[src/rtl/dram_rfsq_pkg.sv]
package dram_rfsq_pkg;
  typedef enum logic [1:0] {
    ST_IDLE  = 2'd0,
    ST_INIT  = 2'd1,
    ST_READY = 2'd2
  } init_st_e;

  typedef struct packed {
    logic ref_req;
    logic rd_req;
    logic wr_req;
    logic sr_req;
  } strobe_cmd_t;
endpackage

[src/rtl/dram_rfsq_decode.sv]
module dram_rfsq_decode
  import dram_rfsq_pkg::*;
(
  input  logic        clk,
  input  logic        rst_n,
  input  logic        row_stb_n,
  input  logic        chip_sel_n,
  input  logic        write_sel,
  input  logic        refresh_n,
  input  logic        col_stb_n,
  input  logic        wr_en_n,
  output strobe_cmd_t cmd,
  output logic        stby_q
);
  logic stb_prev;
  logic fall;

  always_ff @(posedge clk or negedge rst_n) begin
    if (!rst_n) begin
      stb_prev <= 1'b1;
      stby_q   <= 1'b0;
    end else begin
      stb_prev <= row_stb_n;
      stby_q   <= chip_sel_n;
    end
  end

  assign fall = stb_prev & ~row_stb_n;

  always_comb begin
    cmd.ref_req = fall & ~refresh_n;
    cmd.rd_req  = fall & refresh_n & ~chip_sel_n & ~write_sel;
    cmd.wr_req  = fall & refresh_n & ~chip_sel_n & write_sel & col_stb_n;
    cmd.sr_req  = fall & refresh_n & chip_sel_n & write_sel & wr_en_n & ~col_stb_n;
  end
endmodule

[src/rtl/dram_rfsq_init.sv]
module dram_rfsq_init
  import dram_rfsq_pkg::*;
#(
  parameter int ROW_W    = 11,
  parameter int IDLE_CYC = 20,
  parameter int INIT_REF = 8
) (
  input  logic             clk,
  input  logic             rst_n,
  input  logic             row_stb_n,
  input  logic             ref_ok,
  input  logic             rd_ok,
  input  logic             rd_req,
  input  logic             wr_req,
  input  logic [ROW_W-1:0] rd_row,
  output logic             idle_done,
  output logic             ready,
  output logic             seq_err
);
  localparam int IDLE_W = $clog2(IDLE_CYC + 1);
  localparam int REF_W  = $clog2(INIT_REF + 1);

  init_st_e         st_q, st_d;
  logic [IDLE_W-1:0] idle_q, idle_d;
  logic [REF_W-1:0]  refs_q, refs_d;
  logic [ROW_W-1:0]  row1_q, row1_d;
  logic              row1_vld_q, row1_vld_d;
  logic              rows_ok_q, rows_ok_d;
  logic              err_q, err_d;

  always_comb begin
    st_d       = st_q;
    idle_d     = idle_q;
    refs_d     = refs_q;
    row1_d     = row1_q;
    row1_vld_d = row1_vld_q;
    rows_ok_d  = rows_ok_q;
    case (st_q)
      ST_IDLE: begin
        if (row_stb_n) begin
          if (idle_q == IDLE_W'(IDLE_CYC - 1)) st_d = ST_INIT;
          else idle_d = idle_q + 1'b1;
        end else begin
          idle_d = '0;
        end
      end
      ST_INIT: begin
        if (ref_ok && refs_q != REF_W'(INIT_REF)) refs_d = refs_q + 1'b1;
        if (rd_ok) begin
          if (!row1_vld_q) begin
            row1_vld_d = 1'b1;
            row1_d     = rd_row;
          end else if (rd_row != row1_q) begin
            rows_ok_d = 1'b1;
          end
        end
        if (refs_d == REF_W'(INIT_REF) && rows_ok_d) st_d = ST_READY;
      end
      default: st_d = ST_READY;
    endcase
    err_d = err_q | (wr_req & (st_q != ST_READY)) | (rd_req & (st_q == ST_IDLE));
  end

  always_ff @(posedge clk or negedge rst_n) begin
    if (!rst_n) begin
      st_q       <= ST_IDLE;
      idle_q     <= '0;
      refs_q     <= '0;
      row1_q     <= '0;
      row1_vld_q <= 1'b0;
      rows_ok_q  <= 1'b0;
      err_q      <= 1'b0;
    end else begin
      st_q       <= st_d;
      idle_q     <= idle_d;
      refs_q     <= refs_d;
      row1_q     <= row1_d;
      row1_vld_q <= row1_vld_d;
      rows_ok_q  <= rows_ok_d;
      err_q      <= err_d;
    end
  end

  assign idle_done = (st_q != ST_IDLE);
  assign ready     = (st_q == ST_READY);
  assign seq_err   = err_q;
endmodule

[src/rtl/dram_rfsq_refresh.sv]
module dram_rfsq_refresh #(
  parameter int ROW_W     = 11,
  parameter int SR_TICK   = 8,
  parameter int RECOV_CYC = 6
) (
  input  logic             clk,
  input  logic             rst_n,
  input  logic             row_stb_n,
  input  logic             ref_req,
  input  logic             sr_req,
  input  logic             idle_done,
  output logic             pin_ack,
  output logic             busy,
  output logic             sr_on,
  output logic             pulse,
  output logic [ROW_W-1:0] row
);
  localparam int TICK_W = (SR_TICK > 2) ? $clog2(SR_TICK) : 1;
  localparam int REC_W  = $clog2(RECOV_CYC + 1);

  logic [ROW_W-1:0]  cnt_q, cnt_d, row_q, row_d;
  logic [TICK_W-1:0] tick_q, tick_d;
  logic [REC_W-1:0]  rec_q, rec_d;
  logic              sr_q, sr_d, pulse_q;
  logic              accept, sr_go, go;

  always_comb begin
    accept  = idle_done & ~sr_q & (rec_q == '0);
    pin_ack = ref_req & accept;
    sr_go   = sr_q & ~row_stb_n & (tick_q == TICK_W'(SR_TICK - 1));
    go      = pin_ack | sr_go;
    sr_d    = sr_q ? ~row_stb_n : (sr_req & accept);
    if (!sr_q || sr_go || row_stb_n) tick_d = '0;
    else tick_d = tick_q + 1'b1;
    if (sr_q && row_stb_n) rec_d = REC_W'(RECOV_CYC);
    else if (rec_q != '0) rec_d = rec_q - 1'b1;
    else rec_d = rec_q;
    cnt_d = go ? cnt_q + 1'b1 : cnt_q;
    row_d = go ? cnt_q : row_q;
  end

  always_ff @(posedge clk or negedge rst_n) begin
    if (!rst_n) begin
      cnt_q   <= '0;
      row_q   <= '0;
      tick_q  <= '0;
      rec_q   <= '0;
      sr_q    <= 1'b0;
      pulse_q <= 1'b0;
    end else begin
      cnt_q   <= cnt_d;
      row_q   <= row_d;
      tick_q  <= tick_d;
      rec_q   <= rec_d;
      sr_q    <= sr_d;
      pulse_q <= go;
    end
  end

  assign busy  = sr_q | (rec_q != '0);
  assign sr_on = sr_q;
  assign pulse = pulse_q;
  assign row   = row_q;
endmodule

[src/rtl/dram_rfsq_window.sv]
module dram_rfsq_window #(
  parameter int WIN_CYC = 1000,
  parameter int MIN_REF = 16
) (
  input  logic clk,
  input  logic rst_n,
  input  logic run,
  input  logic pulse,
  output logic viol
);
  localparam int WIN_W = $clog2(WIN_CYC);
  localparam int CNT_W = $clog2(MIN_REF + 1);
  localparam logic [CNT_W:0] MIN_V = (CNT_W + 1)'(MIN_REF);

  logic [WIN_W-1:0] win_q, win_d;
  logic [CNT_W-1:0] cnt_q, cnt_d;
  logic             viol_q, viol_d;
  logic [CNT_W:0]   total;

  always_comb begin
    win_d  = win_q;
    cnt_d  = cnt_q;
    viol_d = viol_q;
    total  = {1'b0, cnt_q} + (CNT_W + 1)'(pulse);
    if (!run) begin
      win_d = '0;
      cnt_d = '0;
    end else if (win_q == WIN_W'(WIN_CYC - 1)) begin
      viol_d = viol_q | (total < MIN_V);
      win_d  = '0;
      cnt_d  = '0;
    end else begin
      win_d = win_q + 1'b1;
      if (pulse && cnt_q != CNT_W'(MIN_REF)) cnt_d = cnt_q + 1'b1;
    end
  end

  always_ff @(posedge clk or negedge rst_n) begin
    if (!rst_n) begin
      win_q  <= '0;
      cnt_q  <= '0;
      viol_q <= 1'b0;
    end else begin
      win_q  <= win_d;
      cnt_q  <= cnt_d;
      viol_q <= viol_d;
    end
  end

  assign viol = viol_q;
endmodule

[src/rtl/dram_refresh_seq.sv]
module dram_refresh_seq
  import dram_rfsq_pkg::*;
#(
  parameter int ROW_W     = 11,
  parameter int IDLE_CYC  = 200,
  parameter int INIT_REF  = 8,
  parameter int SR_TICK   = 16,
  parameter int RECOV_CYC = 10,
  parameter int WIN_CYC   = 100000,
  parameter int MIN_REF   = 1024
) (
  input  logic             clk,
  input  logic             rst_n,
  input  logic             row_stb_n,
  input  logic             chip_sel_n,
  input  logic             write_sel,
  input  logic             refresh_n,
  input  logic             col_stb_n,
  input  logic             wr_en_n,
  input  logic [ROW_W-1:0] row_addr,
  output logic [ROW_W-1:0] refresh_row,
  output logic             refresh_pulse,
  output logic             self_refresh_on,
  output logic             ready,
  output logic             seq_error,
  output logic             window_viol,
  output logic             standby
);
  logic [1:0]  rst_q;
  logic        srst_n;
  strobe_cmd_t cmd;
  logic        stby_q, idle_done, busy, pin_ack, rd_ok;

  always_ff @(posedge clk or negedge rst_n) begin
    if (!rst_n) rst_q <= 2'b00;
    else rst_q <= {rst_q[0], 1'b1};
  end
  assign srst_n = rst_q[1];

  dram_rfsq_decode u_dec (
    .clk(clk), .rst_n(srst_n), .row_stb_n(row_stb_n), .chip_sel_n(chip_sel_n),
    .write_sel(write_sel), .refresh_n(refresh_n), .col_stb_n(col_stb_n),
    .wr_en_n(wr_en_n), .cmd(cmd), .stby_q(stby_q)
  );

  assign rd_ok = cmd.rd_req & idle_done & ~busy;

  dram_rfsq_init #(.ROW_W(ROW_W), .IDLE_CYC(IDLE_CYC), .INIT_REF(INIT_REF)) u_init (
    .clk(clk), .rst_n(srst_n), .row_stb_n(row_stb_n), .ref_ok(pin_ack), .rd_ok(rd_ok),
    .rd_req(cmd.rd_req), .wr_req(cmd.wr_req), .rd_row(row_addr),
    .idle_done(idle_done), .ready(ready), .seq_err(seq_error)
  );

  dram_rfsq_refresh #(.ROW_W(ROW_W), .SR_TICK(SR_TICK), .RECOV_CYC(RECOV_CYC)) u_ref (
    .clk(clk), .rst_n(srst_n), .row_stb_n(row_stb_n), .ref_req(cmd.ref_req),
    .sr_req(cmd.sr_req), .idle_done(idle_done), .pin_ack(pin_ack), .busy(busy),
    .sr_on(self_refresh_on), .pulse(refresh_pulse), .row(refresh_row)
  );

  dram_rfsq_window #(.WIN_CYC(WIN_CYC), .MIN_REF(MIN_REF)) u_win (
    .clk(clk), .rst_n(srst_n), .run(ready), .pulse(refresh_pulse), .viol(window_viol)
  );

  assign standby = stby_q & ~self_refresh_on;
endmodule

[config.mk]
export PLATFORM = sky130hd
export DESIGN_NAME = dram_refresh_seq
export DESIGN_NICKNAME = d
export VERILOG_FILES = /design/src/rtl/dram_rfsq_pkg.sv /design/src/rtl/dram_rfsq_decode.sv /design/src/rtl/dram_rfsq_init.sv /design/src/rtl/dram_rfsq_refresh.sv /design/src/rtl/dram_rfsq_window.sv /design/src/rtl/dram_refresh_seq.sv
export SDC_FILE = /design/constraint.sdc
export NUM_CORES = 1
export LEC_CHECK = 0
export BUFFER_PORTS_ARGS = -buffer_cell sky130_fd_sc_hd__buf_2
export CORE_ASPECT_RATIO = 2
export CORE_MARGIN = 2
export CORE_UTILIZATION = 54
export DETAILED_ROUTE_END_ITERATION = 6
export GPL_TIMING_DRIVEN = 0
export PLACE_DENSITY_LB_ADDON = 0.2
export RECOVER_POWER = 100
export SKIP_LAST_GASP = 1
export SYNTH_ARGS = -nofsm -noshare
export SYNTH_HDL_FRONTEND = slang
export SYNTH_SLANG_ARGS = --single-unit
[constraint.sdc]
create_clock -name clk -period 2.8 [get_ports clk]
set_clock_uncertainty 0.15 [all_clocks]
set_input_delay 0.14 -clock clk [delete_from_list [all_inputs] [get_ports clk]]
set_output_delay 0.14 -clock clk [all_outputs]
set_load 0.1 [all_outputs]
==> impl_metrics.csv <==
group,metric,value,unit
clock_network,cts_tree,"done",
clock_network,clk_latency,340,ps
placement,port_buffers,35,
clock_network,h-tree-depth,3,
route,drc,0,
route,vias,3177,
synthesis,syn_inst,399,
global_routing,grt_max_degree,61,
layout,register_area,2330,um2
floorplanning,design.core.area,7940,um2
pwr,combPwrFrac,18.4,%
floorplanning,io_pins,36,
clock_network,clockBufferDepth,2,
pwr,sequentialPowerShare,45.4,%
route,wl_per_cell,15.5,um
synthesis,ys_ff_latch,93,
floorplanning,dieArea,8990,um2
layout,drive_gt1_share,17.7,%
synthesis,synth_most_common_cell,"dfrtp_1",
setup_path,path_max_fanout,5,
timing,finalMaxSlewViolations,0,
timing,fin_crit,2770,ps
floorplanning,core.rowCount,46,
route,antenna_left,0,
synthesis,netlist_top_cells_count,"92 x dfrtp_1, 54 x nor2_1, 33 x xor2_1",
clock_network,path_clk_slew,60,ps
clock_network,cts_root_buf,"clkbuf_16",
layout,fin_util,66.9,%
synthesis,seq_area_frac_synth,52.6,%
pwr,clkPwrFrac,36.2,%
pwr,worst_ir_drop_vdd,0.495,mV
route,drt_pass1_iterations,6,
clock_network,cts_sinks,93,
min_path,min-delay-start,"write_sel",
placement,dpl.hpwl,5880,um
global_routing,grt_pass1_vias,3322,
pwr,power.internal,2.41,mW
clock_network,cts_buffers,9,
setup_path,critPathBufInv,3,
synthesis,async_flop_share,100,%
timing,finalCritPeriodShare,99.1,%
layout,fill_cells,603,
synthesis,yosys.area_share.simple,18.8,%
floorplanning,die_w,68.0,um
placement,place.gp.congestion,0.766,
layout,diodes,0,
global_routing,overflow,0,
setup_path,slowest_stage,"or4b_4",
setup_path,crit_required,2880,ps
setup_path,critPathMaxStageDelay,510,ps
synthesis,synthXorXnorAreaFrac,11.5,%
route,routed_via_density,5.51,
synthesis,synth_area_leader_cell,"dfrtp_1",
route,drtIter0Drc,158,
global_routing,antenna_found_initial,0,
synthesis,yosysUniqueCellTypes,56,
synthesis,synth_area,4430,um2
timing,finalSetupViolations,0,
setup_path,reg2reg_setup_slack,30,ps
global_routing,grt_first_pass_wirelength,15200,um
min_path,holdPathEnd,"u_init.rows_ok_q",
route,routed_wl,8940,um
placement,pre_cts_ws,-131,ps
synthesis,yosys_warnings,0,
synthesis,synth_top_area_share,52.0,%
synthesis,synthFlopType,"dfrtp_1",
setup_path,cp_top_family,"simple AND/OR/NAND/NOR gates",
setup_path,r2r_end,"u_init.row1_q[2]",
synthesis,synth_compound_area_share,4.80,%
synthesis,synthTopCellsByArea,"dfrtp_1 52%, xor2_1 6.5%, xnor2_1 4.9%, nor2_1 4.6%, mux2_4 3.4%",
status,status,"finished clean",
synthesis,synthAdderAreaFrac,2.82,%
setup_path,reg2reg_depth,9,
synthesis,avgSynthCellArea,11.1,um2
setup_path,worstSetupPathType,"flop to flop",
pwr,switchingPower,1.02,mW
min_path,holdPathStages,3,
pwr,swShare,29.7,%
pwr,p_leak,2.53,nW
timing,hold_violations,0,
timing,fin_ws,26.0,ps
layout,multi_input_area,1990,um2
setup_path,arrival,2850,ps
synthesis,synth-edff-count,0,
pwr,power.density,645,nW/um2
floorplanning,dieHeight,132,um
floorplanning,start_util,55.8,%
timing,fmax,0.360,GHz
layout,num-nets-final,505,
timing,rsz0062_at_grt,"true",
synthesis,synth.area.mux_share,6.69,%
timing,relSlewSlack,18.7,%
synthesis,synth_top_family_by_area,"simple AND/OR/NAND/NOR gates",
min_path,min_path_type,"primary input to flop",
layout,syn_to_final_growth,20.0,%
run,drv_cap,0,
synthesis,synth_nets,428,
setup_path,startpoint_type,"flop",
setup_path,end_kind,"flop",
setup_path,rr_startpoint,"u_ref.rec_q[0]",
global_routing,track_usage,22.5,%
setup_path,worstPathCellList,"inv_2, ha_4, or3b_4, or3_4, or4b_4, nor2_4, buf_6, buf_12, mux2_4",
timing,worst_slew_pin_slew,1220,ps
registers in the layout, summed over array words and instances, names as in the netlist, 8 cells and up:
register and flops:
u_init.idle_q 8, u_ref.row 11, u_ref.cnt_q 11, u_win.win_q 17, u_init.row1_q 11, u_win.cnt_q 11
placed cells by master (no fill, tap or decap), types with 3 or more instances in the layout:
cell            n
nor4_1          5
a21oi_1         7
clkbuf_1       22
dfrtp_1        91
clkbuf_16       9
inv_1          16
and2_1          3
nand2_1        17
xor2_1         33
nand2b_1        4
nand4_1        17
mux2_2         12
buf_4           9
and3_1          5
ha_1            9
nor2_1         54
and4_1          3
buf_2          18
nand3_1        20
mux2_4         10
nor3_1          8
dlygate4sd3_1  20
xnor2_1        25
o21ai_0         8
cells by family after synthesis:
family	after synthesis
buf+inv	26
xor+xnor	58
flops	93
other cells	1
simple gates	157
fa+ha+maj	10
mux	23
compound gates	31
tightest hold or removal path, cell delays in order:
cell	delay [ps]
buf_2	120
nor3_1	80
a41o_1	220
through the flow:
stage,cells,total power [mW],instance area (um2),TNS [ps],hold slack (ps)
3_3_place_gp,530,2.08,4730,-694,-224
6_report,577,3.43,5320,0,115
3_5_place_dp,531,2.11,4760,-1900,-223
4_1_cts,577,3.45,5380,-1150,101
2_1_floorplan,399,1.97,4430,0,-306
5_1_grt,577,3.60,5320,-323,112
metal layers:
| layer | vias to the layer above | wire length, um | global-route usage, % | share of wire [%] |
|---|---|---|---|---|
| met1 | 1566 | 3360 | 25.1 | 38 |
| met3 | 15 | 262 | 5.04 | 2.9 |
| met4 | 0 | 229 | 11.1 | 2.6 |
| met5 | - | 0 | 0 | 0 |
| met2 | 60 | 5090 | 38.6 | 57 |
| li1 | 1536 | - | - | - |
worst max-delay path by stage:
stage	from	to	slack, ps	cells after the start
final	u_ref.rec_q[0]	u_init.row1_q[2]	30	9
after CTS	u_ref.rec_q[1]	u_init.row1_q[2]	-120	10
after detailed placement	u_ref.rec_q[0]	u_init.row1_q[8]	-130	9
after floorplan	u_ref.rec_q[0]	u_init.row1_q[0]	10	9
after global routing	u_ref.rec_q[0]	u_init.row1_q[6]	-70	9
after global placement	u_ref.rec_q[0]	u_init.row1_q[4]	-70	9
cell type report:
class,instances,area share [%]
plain buffers,7,0.824
clock buffers,10,4.50
inverters,18,1.27
multi-input cells,280,37.5
well taps,96,2.26
clock inverters,6,1.29
repair buffers,67,8.50
flip-flops and latches,93,43.8
power by group through the flow:
stage	combinational (mW)	sequential, mW	clock [mW]
final	0.631	1.56	1.24
after global routing	0.693	1.57	1.33
after CTS	0.624	1.55	1.27
after detailed placement	0.533	1.58	0
after global placement	0.485	1.59	0
after floorplan	0.254	1.72	0
what timing repair did:
action | CTS | global route
endpoints found under the hold margin | 17 | 0
pin swaps | 5 | 3
cloned | 1 | 0
hold buffers | 20 | 0
buffers inserted | 9 | 2
resized for setup | 7 | 3
setup endpoints to repair | 20 | 18
(Power assumes the default switching activity.)
